===== src/rtl/slot_bus_decoder.sv =====
module slot_bus_decoder #(
  parameter int AW       = 32,
  parameter int DW       = 32,
  parameter int SLOT_W   = 6,
  parameter int REG_AW   = 13,
  parameter int REG_CNT  = 8,
  parameter int LIVE_CNT = 6,
  parameter int ID_REG   = 0,
  parameter int CSR_REG  = 1
) (
  input  logic                  clk,
  input  logic                  rst_n,
  input  logic [SLOT_W-1:0]     slot_id,
  input  logic                  strb,
  input  logic                  a32_cyc,
  input  logic                  word_cyc,
  input  logic                  blk_cyc,
  input  logic                  wr,
  input  logic [AW-1:0]         bus_addr,
  input  logic [DW-1:0]         bus_wdata,
  input  logic [REG_CNT*DW-1:0] region_rdata,
  output logic [REG_CNT-1:0]    region_sel,
  output logic [REG_AW-1:0]     reg_addr,
  output logic                  reg_wr,
  output logic [DW-1:0]         reg_wdata,
  output logic                  ack,
  output logic                  berr,
  output logic [DW-1:0]         rdata
);
  localparam int SEL_W    = $clog2(REG_CNT);
  localparam int SLOT_LSB = REG_AW + SEL_W;
  localparam int SLOT_MSB = SLOT_LSB + SLOT_W - 1;
  localparam int WORD_W   = REG_AW - 2;

  typedef enum logic [1:0] {S_IDLE, S_ACC, S_DONE} st_t;
  st_t st;

  logic [SLOT_W-1:0] slot_q;
  logic              slot_vld;
  logic              bst_act, bst_bad, bst_wrap;
  logic [SEL_W-1:0]  bst_reg, reg_q, cur_reg;
  logic [WORD_W-1:0] bst_off, off_q, cur_off;
  logic [WORD_W:0]   nxt_off;
  logic              wr_q, ack_q, berr_q;
  logic [DW-1:0]     rdata_q;
  logic              cont, slot_hit, hit, bad;

  always_ff @(posedge clk) begin
    if (!rst_n) begin
      slot_vld <= 1'b0;
      slot_q   <= '0;
    end else if (!slot_vld) begin
      slot_vld <= 1'b1;
      slot_q   <= slot_id;
    end
  end

  assign cont     = bst_act && blk_cyc;
  assign cur_reg  = cont ? bst_reg : bus_addr[SLOT_LSB-1:REG_AW];
  assign cur_off  = cont ? bst_off : bus_addr[REG_AW-1:2];
  assign nxt_off  = {1'b0, cur_off} + 1'b1;
  assign slot_hit = slot_vld && (bus_addr[SLOT_MSB:SLOT_LSB] == slot_q)
                    && (bus_addr[AW-1:SLOT_MSB+1] == '0);
  assign hit      = (st == S_IDLE) && strb && a32_cyc && (cont || slot_hit);
  assign bad      = !word_cyc
                    || (!cont && bus_addr[1:0] != 2'b00)
                    || (32'(cur_reg) >= LIVE_CNT)
                    || (blk_cyc && 32'(cur_reg) == CSR_REG)
                    || (wr && 32'(cur_reg) == ID_REG)
                    || (cont && (bst_bad || bst_wrap));

  always_ff @(posedge clk) begin
    if (!rst_n) begin
      st       <= S_IDLE;
      wr_q     <= 1'b0;
      ack_q    <= 1'b0;
      berr_q   <= 1'b0;
      reg_q    <= '0;
      off_q    <= '0;
      rdata_q  <= '0;
      bst_act  <= 1'b0;
      bst_bad  <= 1'b0;
      bst_wrap <= 1'b0;
      bst_reg  <= '0;
      bst_off  <= '0;
    end else begin
      case (st)
        S_IDLE: begin
          if (!blk_cyc) begin
            bst_act  <= 1'b0;
            bst_bad  <= 1'b0;
            bst_wrap <= 1'b0;
          end
          if (hit) begin
            wr_q  <= wr;
            reg_q <= cur_reg;
            off_q <= cur_off;
            if (blk_cyc) begin
              bst_act  <= 1'b1;
              bst_reg  <= cur_reg;
              bst_off  <= nxt_off[WORD_W-1:0];
              bst_wrap <= nxt_off[WORD_W] || (cont && bst_wrap);
              bst_bad  <= bad;
            end
            if (bad) begin
              berr_q <= 1'b1;
              st     <= S_DONE;
            end else begin
              st <= S_ACC;
            end
          end
        end
        S_ACC: begin
          rdata_q <= region_rdata[reg_q*DW +: DW];
          ack_q   <= 1'b1;
          st      <= S_DONE;
        end
        default: begin
          if (!strb) begin
            ack_q  <= 1'b0;
            berr_q <= 1'b0;
            st     <= S_IDLE;
          end
        end
      endcase
    end
  end

  for (genvar i = 0; i < REG_CNT; i++) begin : g_sel
    assign region_sel[i] = (st == S_ACC) && (32'(reg_q) == i);
  end

  assign reg_addr  = {off_q, 2'b00};
  assign reg_wr    = (st == S_ACC) && wr_q;
  assign reg_wdata = bus_wdata;
  assign ack       = ack_q;
  assign berr      = berr_q;
  assign rdata     = ack_q ? rdata_q : '0;
endmodule


===== config.mk =====
export PLATFORM = sky130hd
export DESIGN_NAME = slot_bus_decoder
export DESIGN_NICKNAME = d
export VERILOG_FILES = /design/src/rtl/slot_bus_decoder.sv
export SDC_FILE = /design/constraint.sdc
export NUM_CORES = 1
export LEC_CHECK = 0
export BUFFER_PORTS_ARGS = -buffer_cell sky130_fd_sc_hd__buf_2
export CAP_MARGIN = 20
export CORE_AREA = 8 8 156 158
export CTS_CLUSTER_SIZE = 25
export DETAILED_ROUTE_END_ITERATION = 10
export DIE_AREA = 0 0 164 166
export PLACE_DENSITY = 0.65
export SYNTH_ARGS = -nofsm -noshare
export SYNTH_HDL_FRONTEND = slang
export SYNTH_SLANG_ARGS = --single-unit

===== constraint.sdc =====
create_clock -name clk -period 7.43 [get_ports clk]
set_input_delay 0.743 -clock clk [delete_from_list [all_inputs] [get_ports clk]]
set_output_delay 0.743 -clock clk [all_outputs]
set_load 0.005 [all_outputs]

Word-level counts from Yosys, hierarchy flattened

Index checks and enable logic that the tools add are counted.

Register bits after elaboration: 75
Bits in latches: 0
Memory bits (writable): 0
Memory bits (read-only): 0
Input port bits: 333
Output and inout bits: 88
Logic and storage cells: 96
Memories: 0

Add/subtract/negate cells: 1
Multiply operators: 0
Divide/modulo/power cells: 0
Order comparisons: 1
Eq/ne operators: 15
Shifts and indexed selects: 1
Mux-type cells: 22
Bitwise gates (word level): 2
Reduce and logical (&&, ||, !) cells: 40

Operators with widths:

| cell                  | count |
|---|---|
| $shiftx 256x9->32     | 1 |
| $mux 32               | 1 |
| $logic_and 1x1->1     | 20 |
| $mux 1                | 13 |
| $add 11x1->12 const B | 1 |
| $eq 3x3->1 const B    | 4 |
| $mux 11               | 1 |
| $logic_not 10->1      | 1 |
| $logic_or 1x1->1      | 8 |
| $eq 3x1->1 const B    | 2 |
| $eq 3x2->1 const B    | 2 |
| $eq 6x6->1            | 1 |
| $logic_not 3->1       | 2 |
| $mux 2                | 3 |
| $reduce_and 2->1      | 3 |
| $ne 2x1->1 const B    | 2 |
| $ne 2x2->1 const B    | 2 |
| $pmux 1 s2            | 2 |
| $pmux 2 s2            | 1 |
| $reduce_and 4->1      | 1 |
| $ge 3x3->1 const B    | 1 |
| $mux 3                | 1 |
| $ne 3x1->1 const B    | 1 |
| $reduce_and 3->1      | 1 |
| 5 further kinds       | 7 |

Logic depth before layout (Yosys ltp)

Gate-level depths: netlist of run 1.

Word-level depth: 11
Gate-level depth with buffers: 14
Gate-level depth less buffers: 10

Least setup slack after synthesis of run 1

No wires, ideal clock.

Kind: in2reg
From: input blk_cyc
To: register bst_off[10]
Library setup time: 81 ps
Arrival: 3,319 ps
Required time: 7,349 ps
Slack: 4,031 ps
Stages on the path: 13
Path buffers: 4
Cell sequence: buf_6 and2_4 buf_6 clkbuf_1 clkbuf_1 nand2_1 nand2_1 ha_1 a21bo_2 o22ai_1 nand4_1 or4b_1 a41oi_1

Elaborated cells between the ends (all ways): 6
Those cells by class: add/sub (1); mux (1); reduce/logical (4)

RTL lines:

| item                 | RTL line | text |
|---|---|---|
| from (decl)          | 17       | `input logic blk_cyc,` |
| $logic_and 1x1->1    | 58       | `assign cont = bst_act && blk_cyc;` |
| $mux 11              | 60       | `assign cur_off = cont ? bst_off : bus_addr[REG_AW-1:2];` |
| via cur_off[1]       | 42       | `logic [WORD_W-1:0] bst_off, off_q, cur_off;` |
| $add 11x1->12        | 61       | `assign nxt_off = {1'b0, cur_off} + 1'b1;` |
| to (signal assigned) | 101      | `bst_off <= nxt_off[WORD_W-1:0];` |
| to (decl)            | 42       |  |

The timed path passes the listed nets, and every way through them passes these cells.
A chain may end at the register's enable or synchronous reset.

Worst setup path in the final report of run 1

From: register bst_act
To: register bst_off[10]

Elaborated cells between the ends (all ways): 6
Those cells by class: add/sub (1); mux (1); reduce/logical (4)

RTL lines:

| item                   | RTL line | text |
|---|---|---|
| from (decl)            | 40       | `logic bst_act, bst_bad, bst_wrap;` |
| from (signal assigned) | 81       | `bst_act <= 1'b0;` |
| from (signal assigned) | 90       | `bst_act <= 1'b0;` |
| from (signal assigned) | 99       | `bst_act <= 1'b1;` |
| $logic_and 1x1->1      | 58       |  |
| $mux 11                | 60       |  |
| via cur_off[0]         | 42       |  |
| $add 11x1->12          | 61       |  |

The timed path passes the listed nets, and every way through them passes these cells.

==> flow_metrics.py, run 1 <==
metrics = {
    "synth": {
        "netlist_instances": 615,
        "avgSynthCellArea_um2": 9.62,
        "synth.most_common_cell": "dfxtp_1",
        "synth.ff_latch_count": 75,
        "synth_warnings": 0,
        "syn_area_um2": 5920,
        "synth_common_cells": "dfxtp_1 (75), nor2_1 (65), mux4_2 (64)",
        "ys_top_cells_by_area": "dfxtp_1 (25%), mux4_2 (24%), mux2i_1 (8.1%)",
        "synth.distinct_cells": 65,
        "synth_top_cell_by_area": "dfxtp_1",
        "synth_top_area_share_pct": 25.4,
        "ys.flop_type": "dfxtp_1",
        "async_reset_ff_share_pct": 0,
        "synth_edf_count": 0,
        "seq_area_frac_synth_pct": 25.4,
    },
    "floorplanning": {
        "initial_core_util_pct": 26.8,
        "die_h_um": 166,
        "die_area_um2": 27200,
        "die_w_um": 164,
        "io_pins": 421,
        "num_rows": 55,
        "fp.coreArea_um2": 22100,
    },
    "clock_tree": {
        "cts-htree-levels": 3,
        "clkLatencyLatePin_ns": 0.34,
        "cts_tree": "built",
        "ctsResizeCount": 0,
        "cts_root_buffer": "clkbuf_16",
        "clkSinkCount": 75,
        "cts_made_buffers": 9,
        "postCtsSetupRepairBufs": 0,
        "cts_hold_buf": 0,
        "clk_pin_slew_worst_paths_ns": 0.06,
        "cts_buffer_depth": 2,
    },
    "global_route": {
        "antenna_found_initial": 5,
        "grt_max_degree": 71,
        "overflow": 0,
        "track_usage_pct": 17.7,
        "grt_pass1_wl_um": 36900,
        "grt_pass1_vias": 6311,
    },
    "timing": {
        "setup_viol": 0,
        "rsz0062_at_grt": "false",
        "tns_ns": 0,
        "max_freq_ghz": 0.280,
        "slew_headroom_pct": 35.8,
        "fin_worst_skew_ns": 0.00829,
        "fin_crit_sh_pct": 48.1,
        "layout_min_cycle_time_ns": 3.57,
        "whs_ns": 0.458,
        "hold_viol": 0,
        "worst-slew-pin-transition_ns": 0.963,
        "finalMaxSlewViolations": 0,
    },
    "final_layout": {
        "synthToLayoutAreaGrowth_pct": 33.9,
        "largest_register": "rdata_q",
        "reg.largest.list": "rdata_q x32, bst_off x11, off_q x11",
        "fin_nets": 1231,
        "post-route-util_pct": 35.9,
        "largest_register_ffs": 32,
        "drive_gt1_share_pct": 50.4,
    },
    "critical_path": {
        "critPathLaunchType": "register",
        "crit_arrival_ns": 3.84,
        "reg2reg_depth": 9,
        "reg2reg_from": "bst_act$_SDFFE_PN0P_",
        "crit_path_end_kind": "register",
        "cp_slowest_cell": "dfxtp_1",
        "critical_path_class": "reg2reg",
        "crit_buf_inv": 1,
        "r2r-end": "bst_off[10]$_SDFFE_PN0P_",
        "crit_path_max_incr_delay_ns": 0.71,
        "critPathTopFamily": "simple AND/OR/NAND/NOR gates",
        "path_max_fanout": 24,
        "reg2reg_slack_ns": 3.86,
        "crit_required_ns": 7.69,
        "crit_chain": "nand2_2 -> mux2i_1 -> inv_1 -> ha_1 -> a21bo_2 -> o22ai_1 -> nand4_1 -> or4b_1 -> a41oi_1",
    },
    "route": {
        "vias": 6125,
        "drcViolationCount": 0,
        "antenna_left": 0,
        "wl_um": 24900,
        "via_per_inst": 5.16,
        "drtIter0Drc": 286,
        "wl_per_cell_um": 21.0,
        "drt_pass1_iterations": 7,
    },
    "power_and_ir_drop": {
        "powerDensity_nw_per_um2": 129,
        "leakagePower_nw": 3.30,
        "power.total_mw": 1.02,
        "ir_drop_mv": 0.0797,
    },
    "placed_design": {
        "port_buffers": 354,
        "dp_hpwl_um": 20100,
        "gp_congestion": 0.869,
    },
    "job": {
        "maxCapViolCount": 0,
    },
    "min_path": {
        "hold_path_class": "reg2reg",
        "holdPathEnd": "off_q[1]$_SDFFE_PN0P_",
        "holdPathStages": 2,
        "holdCritStartpoint": "off_q[1]$_SDFFE_PN0P_",
    },
    "status": {
        "status": "finished clean",
    },
}
layer usage:
| metal | vias to the layer above | GRT usage [%] | part of all wire, % |
|---|---|---|---|
| met3 | 45 | 4.59 | 8.5 |
| met1 | 2895 | 21.1 | 39 |
| met2 | 323 | 30.0 | 49 |
| li1 | 2860 | - | - |
| met5 | - | 0 | 0.044 |
| met4 | 2 | 6.68 | 2.9 |
through the flow:
stage | worst slack, ns | cells | instance area [µm²]
after floorplan | 4.03 | 616 | 5920
after global placement | 3.75 | 1170 | 7590
after detailed placement | 3.64 | 1170 | 7590
after CTS | 3.91 | 1186 | 7890
after global routing | 3.56 | 1187 | 7920
final | 3.86 | 1188 | 7920
layout by cell type (no fill, tap or decap), types with 3 or more instances in the layout:
cell / synthesis / routed
buf_2: 8 / 354
dfxtp_1: 75 / 72
nor2_1: 65 / 65
mux4_2: 64 / 64
mux2i_1: 48 / 48
nand2_1: 46 / 46
a211oi_1: 38 / 38
and2_1: 34 / 34
a21oi_1: 18 / 18
o21ai_0: 13 / 13
nand3_1: 10 / 10
nor3_1: 9 / 9
clkbuf_16: 0 / 9
a311oi_1: 8 / 8
nand4_1: 7 / 7
nor4_1: 6 / 6
nand2b_1: 5 / 5
nor2b_1: 6 / 5
buf_4: 34 / 5
xor2_1: 4 / 4
and3_1: 4 / 4
a31oi_1: 4 / 4
inv_1: 3 / 3
xnor2_1: 3 / 3
o31ai_1: 3 / 3
o21a_1: 3 / 3
layout make-up:
type,count,area [µm²]
Antenna cell,1,2.50
Clock buffer,11,243
Clock inverter,5,60.1
Fill cell,2315,14200
Inverter,4,15.0
Multi-Input combinational cell,447,3900
Sequential cell,75,1510
Tap cell,285,357
Timing Repair Buffer,360,1840
worst max-delay path by stage:
| stage | startpoint | end | depth (start not counted) |
|---|---|---|---|
| 2_1_floorplan | blk_cyc | bst_off[10]$_SDFFE_PN0P_ | 13 |
| 3_3_place_gp | blk_cyc | bst_off[10]$_SDFFE_PN0P_ | 10 |
| 3_5_place_dp | blk_cyc | bst_off[10]$_SDFFE_PN0P_ | 10 |
| 4_1_cts | bst_act$_SDFFE_PN0P_ | bst_off[10]$_SDFFE_PN0P_ | 9 |
| 5_1_grt | bst_act$_SDFFE_PN0P_ | bst_off[10]$_SDFFE_PN0P_ | 9 |
| 6_report | bst_act$_SDFFE_PN0P_ | bst_off[10]$_SDFFE_PN0P_ | 9 |
cells by family after synthesis:
group | count (synthesis) | share of synthesized area [%]
AO/OA/AOI/OAI | 112 | 13.4
XOR/XNOR | 7 | 1.04
adder cells (fa/ha/maj) | 1 | 0.211
buffers and inverters | 94 | 8.93
flip-flops | 75 | 25.4
multiplexers | 113 | 32.7
other | 1 | 0.0634
AND/OR/NAND/NOR | 212 | 18.3
power breakdown:
group	total [mW]	switching, mW	internal (mW)
combinational	0.152	0.0603	0.0920
clock	0.463	0.191	0.272
sequential	0.406	0.00214	0.403
worst min-delay path: stages (launching register included):
cell	delay (ns)
dfxtp_1	0.30
nand2_1	0.05
a21oi_1	0.05
No activity file was read; power rests on OpenSTA's default activity.
==> run 2, diff against run 1 <==
--- a/config.mk
+++ b/config.mk
@@ -5,12 +5,13 @@
 export SDC_FILE = /design/constraint.sdc
 export NUM_CORES = 1
 export LEC_CHECK = 0
+export ABC_AREA = 1
 export BUFFER_PORTS_ARGS = -buffer_cell sky130_fd_sc_hd__buf_2
 export CAP_MARGIN = 20
-export CORE_AREA = 8 8 156 158
+export CORE_AREA = 8 8 157 159
 export CTS_CLUSTER_SIZE = 25
 export DETAILED_ROUTE_END_ITERATION = 10
-export DIE_AREA = 0 0 164 166
+export DIE_AREA = 0 0 165 167
 export PLACE_DENSITY = 0.65
 export SYNTH_ARGS = -nofsm -noshare
 export SYNTH_HDL_FRONTEND = slang
==> constraint.sdc (replaced) <==
create_clock -name clk -period 3.6 [get_ports clk]
set_input_delay 0.36 -clock clk [delete_from_list [all_inputs] [get_ports clk]]
set_output_delay 0.36 -clock clk [all_outputs]
set_load 0.005 [all_outputs]
==> flow_metrics.py, run 2 <==
metrics = {
    "status": {
        "status": "finished clean",
    },
    "floorplanning": {
        "initial_core_util_pct": 27.1,
        "die_w_um": 165,
        "die_area_um2": 27600,
        "io_pins": 421,
        "die_h_um": 167,
        "num_rows": 55,
        "fp.coreArea_um2": 22200,
    },
    "route": {
        "drcViolationCount": 0,
        "antenna_left": 0,
        "vias": 7754,
        "wl_um": 28500,
        "drt_pass1_iterations": 5,
        "via_per_inst": 4.96,
        "wl_per_cell_um": 18.3,
        "drtIter0Drc": 593,
    },
    "final_layout": {
        "synthToLayoutAreaGrowth_pct": 32.0,
        "mostFrequentLayoutCell": "buf_2",
        "drive_gt1_share_pct": 32.4,
        "reg.largest.list": "rdata_q x32, bst_off x11, off_q x11",
        "fillers": 2493,
        "largest_register": "rdata_q",
        "fin_nets": 1600,
        "layout_common_cells": "buf_2 (354), nand2_1 (242), nand3_1 (178)",
        "final-instance-count-excl-fill": 1562,
        "largest_register_ffs": 32,
    },
    "synth": {
        "synth_top_area_share_pct": 24.9,
        "synth_warnings": 0,
        "ys_top_cells_by_area": "dfxtp_1 (25%), nand2_1 (15%), nand3_1 (15%)",
        "netlist_instances": 1001,
        "async_reset_ff_share_pct": 0,
        "seq_area_frac_synth_pct": 24.9,
        "synth.distinct_cells": 35,
        "synth_top_cell_by_area": "dfxtp_1",
        "synth_common_cells": "nand2_1 (242), nand3_1 (178), inv_1 (114)",
        "synth.most_common_cell": "nand2_1",
        "avgSynthCellArea_um2": 6.02,
        "synth.ff_latch_count": 75,
        "syn_area_um2": 6030,
        "synth_edf_count": 0,
        "ys.flop_type": "dfxtp_1",
    },
    "power_and_ir_drop": {
        "power.total_mw": 2.06,
        "ir_drop_mv": 0.206,
        "powerDensity_nw_per_um2": 259,
        "leakagePower_nw": 4.37,
    },
    "critical_path": {
        "crit_path_end_kind": "output pin",
        "critical_path.startpoint": "st[0]$_SDFFE_PN0P_",
        "path_max_fanout": 35,
        "crit_arrival_ns": 2.74,
        "critPathLaunchType": "register",
        "reg2reg_slack_ns": 1.02,
        "r2r-end": "rdata_q[31]$_SDFFE_PN0P_",
        "reg2reg_from": "st[0]$_SDFFE_PN0P_",
        "reg2reg_depth": 8,
        "cp_slowest_cell": "nor2_2",
        "crit_chain": "inv_1 -> nor2_1 -> inv_2 -> nor2_2 -> inv_2 -> nor2_1 -> buf_2",
        "crit_required_ns": 3.24,
        "critical_path_class": "reg2out",
        "crit_path_max_incr_delay_ns": 0.73,
        "endpoint": "region_sel[0]",
    },
    "global_route": {
        "grt_pass1_wl_um": 41700,
        "antenna_found_initial": 9,
        "grt_pass1_vias": 7425,
        "overflow": 0,
        "grt_max_degree": 79,
        "track_usage_pct": 19.4,
    },
    "clock_tree": {
        "cts-htree-levels": 3,
        "clkLatencyLatePin_ns": 0.34,
        "cts_hold_buf": 0,
        "clk_pin_slew_worst_paths_ns": 0.06,
        "cts_buffer_depth": 2,
        "cts_root_buffer": "clkbuf_16",
        "postCtsSetupRepairBufs": 0,
        "clkSinkCount": 75,
        "cts_tree": "built",
        "cts_made_buffers": 9,
        "ctsResizeCount": 0,
    },
    "timing": {
        "max_freq_ghz": 0.323,
        "finalMaxSlewViolations": 0,
        "layout_min_cycle_time_ns": 3.10,
        "worst-slew-pin-transition_ns": 0.818,
        "tns_ns": 0,
        "setup_viol": 0,
        "slew_headroom_pct": 45.4,
        "rsz0062_at_grt": "false",
        "fin_crit_sh_pct": 86.1,
        "hold_viol": 0,
        "fin_worst_skew_ns": 0.00839,
    },
    "placed_design": {
        "dp_hpwl_um": 22000,
        "gp_congestion": 0.994,
        "port_buffers": 354,
        "placedCellCount": 1540,
    },
    "min_path": {
        "holdCritStartpoint": "slot_id[2]",
        "hold_path_class": "in2reg",
    },
    "job": {
        "maxCapViolCount": 0,
    },
}
## run 2: cell types whose count changed in the layout (fill, tap and decap cells not counted), moves of 8 or more
| cell | delta |
|---|---|
| a211oi_1 | -38 |
| a22oi_1 | +64 |
| a311oi_1 | -8 |
| a31oi_1 | +28 |
| and2_1 | -34 |
| inv_1 | +110 |
| mux2i_1 | -48 |
| mux4_2 | -64 |
| nand2_1 | +196 |
| nand2_2 | +8 |
| nand3_1 | +168 |
| o21ai_0 | +34 |
## run 2: worst min path at each step
stage	endpoint	slack [ns]	cells after the start
2_1_floorplan	slot_vld$_DFF_P_	0.39	0
3_3_place_gp	berr$_SDFFE_PN0P_	0.44	2
3_5_place_dp	wr_q$_SDFFE_PN0P_	0.45	2
4_1_cts	slot_q[5]$_SDFFE_PN0N_	0.25	3
5_1_grt	slot_q[0]$_SDFFE_PN0N_	0.27	3
6_report	slot_q[2]$_SDFFE_PN0N_	0.26	3
## run 2: cell families after synthesis
group / after synthesis / share of synthesized area, %
AOI/OAI and AO/OA: 176 / 18.4
xor gates and xnor gates: 9 / 1.31
adders and majority gates: 1 / 0.208
buffers and inverters: 226 / 17.5
DFF: 75 / 24.9
other: 1 / 0.0622
and+or+nand+nor: 513 / 37.6
## run 2: where the power goes
part / leakage, nW / switching (mW) / internal (mW)
Sequential: 0.608 / 0.00407 / 0.834
Combinational: 3.62 / 0.140 / 0.164
Clock: 0.136 / 0.382 / 0.539
Total: 4.37 / 0.526 / 1.54
## run 2: cell type report
cell class	count	area (µm²)	share of cell area, %
inverter	118	443	5.57
clock buffer	10	229	2.88
sequential	75	1510	19.0
timing repair buffer	361	1850	23.2
multi-input combinational	701	3490	43.9
tap	285	357	4.48
clock inverter	5	62.6	0.786
antenna	7	17.5	0.220
## run 2: per-stage QoR
step	hold WS [ns]	instance area, µm²	utilization [%]	worst slack, ns
finish	0.262	7960	35.8	0.502
global route	0.269	7960	35.8	0.229
CTS	0.251	7940	35.7	0.476
detailed placement	0.446	7650	34.4	0.871
global placement	0.441	7650	34.4	0.933
floorplan	0.388	6030	-	2.05
## run 2: metal layers
layer / vias to the layer above / GRT usage [%] / part of all wire [%]
met5: - / 0 / 0.028
met4: 2 / 6.78 / 2.4
met3: 47 / 5.70 / 9.4
met2: 353 / 32.5 / 49
met1: 3563 / 22.9 / 40
li1: 3789 / - / -
## run 2: critical path: cells and delay by family, from the launching register on
kind	cells	cell delay, ns
buf+inv	4	0.96
simple gates	3	1.06
flops	1	0.36
